===== config.mk =====
export PLATFORM = sky130hd
export DESIGN_NAME = ldr_status_unit
export DESIGN_NICKNAME = d
export VERILOG_FILES = /design/src/rtl/ldr_stat_pkg.sv /design/src/rtl/ldr_tmo_cnt.sv /design/src/rtl/ldr_stat_reg.sv /design/src/rtl/ldr_cmd_fsm.sv /design/src/rtl/ldr_status_unit.sv
export SDC_FILE = /design/constraint.sdc
export NUM_CORES = 1
export LEC_CHECK = 0
export ABC_AREA = 1
export ABC_CLOCK_PERIOD_IN_PS = 3550
export BUFFER_PORTS_ARGS = -buffer_cell sky130_fd_sc_hd__buf_2
export CORE_MARGIN = 2
export CORE_UTILIZATION = 56
export CTS_CLUSTER_DIAMETER = 200
export DETAILED_ROUTE_END_ITERATION = 8
export GPL_TIMING_DRIVEN = 1
export PLACE_DENSITY = 0.83
export SLEW_MARGIN = 15
export SYNTH_ARGS = -nofsm -noshare
export SYNTH_HDL_FRONTEND = slang
export SYNTH_HIERARCHICAL = 1
export SYNTH_SLANG_ARGS = --single-unit

===== constraint.sdc =====
create_clock -name clk_i -period 3.55 [get_ports clk_i]
set_input_delay 0.71 -clock clk_i [delete_from_list [all_inputs] [get_ports clk_i]]
set_output_delay 0.71 -clock clk_i [all_outputs]
set_load 0.05 [all_outputs]

===== src/rtl/ldr_stat_pkg.sv =====
package ldr_stat_pkg;
  localparam int BYTE_W = 8;
  localparam int B_UPD = 7;
  localparam int B_SUM = 4;
  localparam int B_IDH = 3;
  localparam int B_IDL = 2;
  localparam int B_TMO = 1;
  localparam logic [BYTE_W-1:0] RSV_MASK = 8'b0110_0001;
  localparam logic [1:0] ID_BAD = 2'b01;
  localparam logic [1:0] ID_OK  = 2'b11;

  typedef enum logic [1:0] {S_CMD, S_PAY, S_RD0, S_RD1} fsm_e;

  typedef struct packed {
    logic upd;
    logic sum_evt;
    logic sum_ok;
    logic id_evt;
    logic id_ok;
    logic tmo;
  } stat_evt_t;
endpackage


===== src/rtl/ldr_tmo_cnt.sv =====
module ldr_tmo_cnt #(
  parameter int TMO_CYCLES = 16
) (
  input  logic clk_i,
  input  logic rst_ni,
  input  logic run_i,
  input  logic kick_i,
  output logic expire_o
);
  localparam int CW = $clog2(TMO_CYCLES + 1);
  localparam logic [CW-1:0] LAST = CW'(TMO_CYCLES - 1);

  logic [CW-1:0] cnt_q;

  assign expire_o = run_i && !kick_i && (cnt_q == LAST);

  always_ff @(posedge clk_i or negedge rst_ni) begin
    if (!rst_ni)                       cnt_q <= '0;
    else if (!run_i || kick_i || expire_o) cnt_q <= '0;
    else                               cnt_q <= cnt_q + 1'b1;
  end


  cnt_step_chk: assert property (@(posedge clk_i) disable iff (!rst_ni)
    (run_i && !kick_i && !expire_o) |=> (cnt_q == $past(cnt_q) + 1'b1));


  cnt_clr_chk: assert property (@(posedge clk_i) disable iff (!rst_ni)
    (!run_i || kick_i) |=> (cnt_q == '0));
endmodule


===== src/rtl/ldr_stat_reg.sv =====
module ldr_stat_reg
  import ldr_stat_pkg::*;
(
  input  logic              clk_i,
  input  logic              por_ni,
  input  logic              en_i,
  input  logic              clr_i,
  input  stat_evt_t         evt_i,
  output logic [BYTE_W-1:0] stat_o
);
  logic [BYTE_W-1:0] stat_q, stat_d;

  always_comb begin
    stat_d = stat_q;
    if (evt_i.upd)     stat_d[B_UPD] = 1'b1;
    if (evt_i.sum_evt) stat_d[B_SUM] = evt_i.sum_ok;
    if (evt_i.id_evt)  stat_d[B_IDH:B_IDL] = evt_i.id_ok ? ID_OK : ID_BAD;
    if (evt_i.tmo)     stat_d[B_TMO] = 1'b1;
    if (clr_i)         stat_d = '0;
    stat_d &= ~RSV_MASK;
  end

  always_ff @(posedge clk_i or negedge por_ni) begin
    if (!por_ni)   stat_q <= '0;
    else if (en_i) stat_q <= stat_d;
  end

  assign stat_o = stat_q;


  clr_wins_chk: assert property (@(posedge clk_i) disable iff (!por_ni)
    (en_i && clr_i) |=> (stat_o == '0));


  upd_set_chk: assert property (@(posedge clk_i) disable iff (!por_ni)
    (en_i && evt_i.upd && !clr_i) |=> stat_o[B_UPD]);


  sum_wr_chk: assert property (@(posedge clk_i) disable iff (!por_ni)
    (en_i && evt_i.sum_evt && !clr_i) |=> (stat_o[B_SUM] == $past(evt_i.sum_ok)));


  id_wr_chk: assert property (@(posedge clk_i) disable iff (!por_ni)
    (en_i && evt_i.id_evt && !clr_i) |=>
      (stat_o[B_IDH:B_IDL] == ($past(evt_i.id_ok) ? ID_OK : ID_BAD)));
endmodule


===== src/rtl/ldr_cmd_fsm.sv =====
module ldr_cmd_fsm
  import ldr_stat_pkg::*;
#(
  parameter int              PAY_BYTES = 3,
  parameter logic [BYTE_W-1:0] OP_RD   = 8'h70,
  parameter logic [BYTE_W-1:0] OP_CLR  = 8'h50,
  parameter logic [BYTE_W-1:0] OP_OPEN = 8'hF5
) (
  input  logic              clk_i,
  input  logic              rst_ni,
  input  logic              cmd_valid_i,
  input  logic [BYTE_W-1:0] cmd_data_i,
  output logic              cmd_ready_o,
  input  logic [BYTE_W-1:0] prim_i,
  input  logic [BYTE_W-1:0] stat_i,
  input  logic              id_pass_i,
  input  logic              expire_i,
  output logic              st_valid_o,
  output logic [BYTE_W-1:0] st_data_o,
  input  logic              st_ready_i,
  output logic              clr_o,
  output logic              tmo_o,
  output logic              run_o,
  output logic              kick_o,
  output logic              live_o,
  output logic              go_o,
  output logic [BYTE_W-1:0] go_op_o
);
  localparam int PW = $clog2(PAY_BYTES + 1);
  localparam logic [PW-1:0] PAY_LAST = PW'(PAY_BYTES - 1);

  fsm_e              state_q, state_d;
  logic              live_q, go_q;
  logic [BYTE_W-1:0] snap_p_q, snap_s_q, op_q;
  logic [PW-1:0]     pay_q;
  logic              acc, is_rd, is_clr, is_open, pay_last, take_data;

  assign cmd_ready_o = live_q && (state_q == S_CMD || state_q == S_PAY);
  assign acc       = cmd_valid_i && cmd_ready_o;
  assign is_rd     = (cmd_data_i == OP_RD);
  assign is_clr    = (cmd_data_i == OP_CLR);
  assign is_open   = (cmd_data_i == OP_OPEN);
  assign pay_last  = (pay_q == PAY_LAST);
  assign take_data = !is_rd && !is_clr && (is_open || id_pass_i);

  assign clr_o  = acc && state_q == S_CMD && is_clr;
  assign run_o  = (state_q == S_PAY);
  assign kick_o = acc;
  assign tmo_o  = run_o && expire_i;
  assign live_o = live_q;

  assign st_valid_o = (state_q == S_RD0 || state_q == S_RD1);
  assign st_data_o  = (state_q == S_RD0) ? snap_p_q : snap_s_q;
  assign go_o       = go_q;
  assign go_op_o    = op_q;

  always_comb begin
    state_d = state_q;
    unique case (state_q)
      S_CMD: if (acc) begin
        if (is_rd)          state_d = S_RD0;
        else if (take_data) state_d = S_PAY;
      end
      S_PAY: begin
        if (acc) begin
          if (pay_last) state_d = S_CMD;
        end else if (expire_i) state_d = S_CMD;
      end
      S_RD0: if (st_ready_i) state_d = S_RD1;
      S_RD1: if (st_ready_i) state_d = S_CMD;
      default: state_d = S_CMD;
    endcase
  end

  always_ff @(posedge clk_i or negedge rst_ni) begin
    if (!rst_ni) begin
      state_q  <= S_CMD;
      live_q   <= 1'b0;
      go_q     <= 1'b0;
      snap_p_q <= '0;
      snap_s_q <= '0;
      op_q     <= '0;
      pay_q    <= '0;
    end else begin
      state_q <= state_d;
      live_q  <= 1'b1;
      go_q    <= (state_q == S_PAY) && acc && pay_last;
      if (state_q == S_CMD && acc) begin
        if (is_rd) begin
          snap_p_q <= prim_i;
          snap_s_q <= stat_i;
        end else if (take_data) begin
          op_q  <= cmd_data_i;
          pay_q <= '0;
        end
      end else if (state_q == S_PAY && acc) begin
        pay_q <= pay_last ? '0 : pay_q + 1'b1;
      end
    end
  end


  st_hold_chk: assert property (@(posedge clk_i) disable iff (!rst_ni)
    (st_valid_o && !st_ready_i) |=> (st_valid_o && $stable(st_data_o)));


  rd_excl_chk: assert property (@(posedge clk_i) disable iff (!rst_ni)
    st_valid_o |-> !cmd_ready_o);


  prot_drop_chk: assert property (@(posedge clk_i) disable iff (!rst_ni)
    (state_q == S_CMD && acc && !is_rd && !is_clr && !is_open && !id_pass_i)
      |=> (state_q == S_CMD && !go_o));


  tmo_exit_chk: assert property (@(posedge clk_i) disable iff (!rst_ni)
    tmo_o |=> (state_q == S_CMD && !go_o));


  go_pulse_chk: assert property (@(posedge clk_i) disable iff (!rst_ni)
    go_o |=> !go_o);
endmodule


===== src/rtl/ldr_status_unit.sv =====
module ldr_status_unit
  import ldr_stat_pkg::*;
#(
  parameter int              TMO_CYCLES = 16,
  parameter int              PAY_BYTES  = 3,
  parameter logic [BYTE_W-1:0] OP_RD    = 8'h70,
  parameter logic [BYTE_W-1:0] OP_CLR   = 8'h50,
  parameter logic [BYTE_W-1:0] OP_OPEN  = 8'hF5
) (
  input  logic              clk_i,
  input  logic              por_ni,
  input  logic              rst_ni,
  input  logic              cmd_valid_i,
  input  logic [BYTE_W-1:0] cmd_data_i,
  output logic              cmd_ready_o,
  input  logic [BYTE_W-1:0] prim_stat_i,
  output logic              st_valid_o,
  output logic [BYTE_W-1:0] st_data_o,
  input  logic              st_ready_i,
  input  logic              upd_done_i,
  input  logic              sum_evt_i,
  input  logic              sum_ok_i,
  input  logic              id_evt_i,
  input  logic              id_ok_i,
  output logic              go_o,
  output logic [BYTE_W-1:0] go_op_o,
  output logic [BYTE_W-1:0] stat_o
);
  logic      core_rst_n;
  logic      clr, tmo, run, kick, live, expire, id_pass;
  stat_evt_t evt;

  // decoder restarts on either reset; status only on power-on
  assign core_rst_n = rst_ni & por_ni;
  assign id_pass    = (stat_o[B_IDH:B_IDL] == ID_OK);

  assign evt = '{upd: upd_done_i, sum_evt: sum_evt_i, sum_ok: sum_ok_i,
                 id_evt: id_evt_i, id_ok: id_ok_i, tmo: tmo};

  ldr_tmo_cnt #(.TMO_CYCLES(TMO_CYCLES)) u_tmo (
    .clk_i   (clk_i),
    .rst_ni  (core_rst_n),
    .run_i   (run),
    .kick_i  (kick),
    .expire_o(expire)
  );

  ldr_cmd_fsm #(
    .PAY_BYTES(PAY_BYTES), .OP_RD(OP_RD), .OP_CLR(OP_CLR), .OP_OPEN(OP_OPEN)
  ) u_fsm (
    .clk_i      (clk_i),
    .rst_ni     (core_rst_n),
    .cmd_valid_i(cmd_valid_i),
    .cmd_data_i (cmd_data_i),
    .cmd_ready_o(cmd_ready_o),
    .prim_i     (prim_stat_i),
    .stat_i     (stat_o),
    .id_pass_i  (id_pass),
    .expire_i   (expire),
    .st_valid_o (st_valid_o),
    .st_data_o  (st_data_o),
    .st_ready_i (st_ready_i),
    .clr_o      (clr),
    .tmo_o      (tmo),
    .run_o      (run),
    .kick_o     (kick),
    .live_o     (live),
    .go_o       (go_o),
    .go_op_o    (go_op_o)
  );

  ldr_stat_reg u_reg (
    .clk_i (clk_i),
    .por_ni(por_ni),
    .en_i  (live),
    .clr_i (clr),
    .evt_i (evt),
    .stat_o(stat_o)
  );


  warm_keep_chk: assert property (@(posedge clk_i) disable iff (!por_ni)
    !rst_ni |=> $stable(stat_o));


  rsv_zero_chk: assert property (@(posedge clk_i) disable iff (!por_ni)
    ((stat_o & RSV_MASK) == '0));
endmodule


==> summary.txt <==
Finish
  – Layout area overhead: 15.48%
  – Non-filler instance count after layout: between 300 and 400
  – Post-layout net count: about 330
  – Finished Cell Area: approximately 2400 µm²
  – Core Util, Final: 69.12%
  – Diode count: 0
  – Layout cells sized above 1: approximately a quarter

Clock network
  – CTS tree: built
  – Worst-Skew Late Latency: between 0.3 and 0.4 ns
  – Hold Buf Count CTS: 0
  – H-tree depth: 2
  – Clock root cell: clkbuf_4
  – Total CTS buffers: 5
  – Post-CTS Resized: 0
  – CTS Sinks: 40
  – Clk slew on worst S/H paths: 0.11 ns
  – Max Root-Sink Buffers: 2
  – Setup bufs post-CTS: 0

Run status
  – Status: complete, no violations

Pwr
  – Power share of the clock group: around a fifth
  – Sequential share of power: between 40% and 50%
  – P_sw: ~520 µW
  – P_int: roughly 750 µW
  – Switching Share: between 40% and 50%
  – P_leak: ~0.0014 µW
  – Max IR drop VDD: between 0.4 and 0.5 mV
  – Combinational share of power: 34.5%
  – Power per cell area: approximately 540 nW/µm²

Place
  – Detailed placer's ending HPWL: ~2900 µm
  – Placed Instances: 345
  – Setup slack at placement: 1.364 ns
  – Cell Area, Placed: around 2300 µm²
  – Gpl congestion: between 0.9 and 1
  – PortBufs: 49

Timing
  – Setup violations, final: 0
  – Skew final: 0.008138 ns
  – F_max: 0.3898 GHz
  – Setup TNS: 0 ns
  – Slew Viols, Final: 0
  – RSZ-0062 raised after global routing: false
  – Hold Vio Cnt, Final: 0
  – Min cycle time layout: approximately 2.6 ns
  – Setup WS post-layout: 0.9846 ns
  – Period utilization: 72.26%

Floorplanning
  – Die X: 64.42 µm
  – Core area: 3416 µm²
  – DIE AREA: between 4000 and 5000 µm²
  – Num ports: between 50 and 60
  – Initial Utilization: approximately 60%
  – Die Ht: approximately 64 µm
  – Row cnt: 21

Yosys
  – Post-Synth Adder-Cell Area: roughly 1.2%
  – Mapped Cells: around 260
  – Compound-Gate Fraction of Synth Area: between 3 and 4%
  – Largest area contributor in the netlist: dfrtp_1
  – Most instantiated library cell after synthesis: nand2_1
  – Synth async-reset ratio: 100.0%
  – Number of enable flip-flop cells after synthesis: 0
  – Largest family of logic cells by synthesized area: simple AND/OR/NAND/NOR gates
  – Post-synthesis register bit count: 40
  – Simple-gate share of the synthesized area: 32.50%
  – Synth Flop Type: dfrtp_1
  – Yosys top cell area share: 48.96%
  – Post-Synth XOR/XNOR Area: 0%
  – Seq/Total Area, Yosys: approximately half
  – Synthesis warning total: 6
  – Synth unique cells: 30
  – Largest cells by area after synthesis: dfrtp_1 49%, nand2_1 17%, inv_1 5.1%, nand3_1 4.9%, mux2_2 3.9%
  – Most instantiated cells after synthesis: 91 x nand2_1, 40 x dfrtp_1, 28 x inv_1, 20 x nand3_1, 20 x nor2_1
  – Average cell area after synthesis: 7.986 µm²
  – Multiplexer share of the synthesized area: under 10%
  – Mapped Area: between 2000 and 2500 µm²

Setup path
  – Setup slack, reg-to-reg: ~1.7 ns
  – CP Capture Type: primary output
  – RR Endpoint: u_fsm/state_q[0]$_DFFE_PN0P_
  – Worst EP required: roughly 2.8 ns
  – Critical R2R Launch: u_tmo/cnt_q[0]$_DFF_PN0_
  – Worst EP arrival: about 1.9 ns
  – Setup CP Type: reg -> out
  – Worst-path maximum fanout: 11
  – Crit path launch type: flip-flop
  – Worst r2r path cells: 13

GRT
  – GRT Util Overall: about 22%
  – Number of global-route vias before repair: approximately 1700
  – Largest net degree at the start of global routing: 36
  – Initial antenna violation count: 0
  – First-pass GRT wire length: 6962 µm
  – Gr ovfl total: 0

Routing
  – Final WL: 3965 µm
  – ANT nets after route: 0
  – DRC viols: 0
  – Initial DRC count: 90
  – Vias: roughly 1700
  – Vias per cell: 4.969
  – Drt first pass iters: 4
  – Routed WL per cell: 11.26 µm

Hold path
  – Worst hold path type: in -> async

Job
  – Max_cap viols: 0
[through the flow]
step           hold slack (ns)  total power [µW]
6_report                0.1723              1263
5_1_grt                 0.1598              1338
4_1_cts                 0.1599              1275
3_5_place_dp            0.4576              1025
3_3_place_gp            0.4497              1017
2_1_floorplan           0.4144             926.8
[routing by layer]
layer	global-route usage [%]	wire, µm	up-vias	share of wire [%]
met1	27.18	1788	810	45
met4	7.713	72	0	1.8
met5	0	0	-	0
met3	5.903	248	8	6.3
li1	-	-	883	-
met2	35.68	1856	48	47
[worst max-delay path, cell delays in order, from the launching register on]
cell	delay, ns
dfrtp_1	0.45
inv_2	0.11
nand2_1	0.35
mux2_2	0.39
buf_2	0.21
[final cells by class]
class                           count  area [µm²]
Timing Repair Buffer               50       252.7
Tap cell                           46       57.56
Inverter                           33       126.4
Multi-Input combinational cell    176       858.3
Sequential cell                    40        1001
Fill cell                         309        1055
Clock buffer                        7       65.06
[power groups by stage]
stage          combinational (µW)  clock [µW]  sequential [µW]
5_1_grt                       472         276              590
2_1_floorplan                 185           0              741
3_5_place_dp                  438           0              587
6_report                      436         249              578
3_3_place_gp                  432           0              585
4_1_cts                       438         258              578
[state kept, by name, indices dropped and copies added (netlist names), 2 cells and up]
signal,flops
u_fsm/snap_p_q,8
u_tmo/cnt_q,5
u_fsm/snap_s_q,8
u_fsm/pay_q,2
u_fsm/go_op_o,8
u_fsm/state_q,2
u_reg/stat_o,5
[placed cells by master, fill, tap and decap left out]
cell type | netlist | layout
nand2_1 | 91 | 91
buf_2 | 2 | 49
dfrtp_1 | 40 | 40
inv_1 | 28 | 28
nor2_1 | 20 | 20
nand3_1 | 20 | 20
o21ai_0 | 13 | 13
mux2_2 | 7 | 7
clkbuf_4 | 0 | 5
inv_2 | 4 | 4
conb_1 | 2 | 4
clkbuf_8 | 0 | 2
nor2_2 | 2 | 2
nor3_1 | 2 | 2
nand2_2 | 2 | 2
nand4_1 | 2 | 2
ha_1 | 2 | 2
buf_4 | 4 | 1
nand3_4 | 1 | 1
nor4_1 | 1 | 1
nor2_4 | 1 | 1
inv_4 | 1 | 1
nand2_4 | 1 | 1
o21ai_1 | 1 | 1
nor2_8 | 1 | 1
or2_2 | 1 | 1
or4_1 | 1 | 1
a21oi_1 | 1 | 1
nand3_2 | 1 | 1
nor3_2 | 1 | 1
[worst max-delay path by stage]
stage                                      start            to  depth (start not counted)
CTS                 u_fsm/state_q[0]$_DFFE_PN0P_  st_data_o[0]                          4
global placement    u_fsm/state_q[0]$_DFFE_PN0P_  st_data_o[2]                          4
global route        u_fsm/state_q[0]$_DFFE_PN0P_  st_data_o[0]                          4
floorplan           u_fsm/state_q[0]$_DFFE_PN0P_  st_data_o[4]                          4
finish              u_fsm/state_q[0]$_DFFE_PN0P_  st_data_o[0]                          4
detailed placement  u_fsm/state_q[0]$_DFFE_PN0P_  st_data_o[0]                          4
[cells by family (layout without fill, tap and decap cells)]
kind of cell / after synthesis / after routing
AO/OA/AOI/OAI: 15 / 15
flip-flops: 40 / 40
adder cells (fa/ha/maj): 2 / 2
other: 2 / 4
buffers and inverters: 42 / 90
AND/OR/NAND/NOR: 148 / 148
multiplexers: 7 / 7
Power figures use the tool's default switching activity.
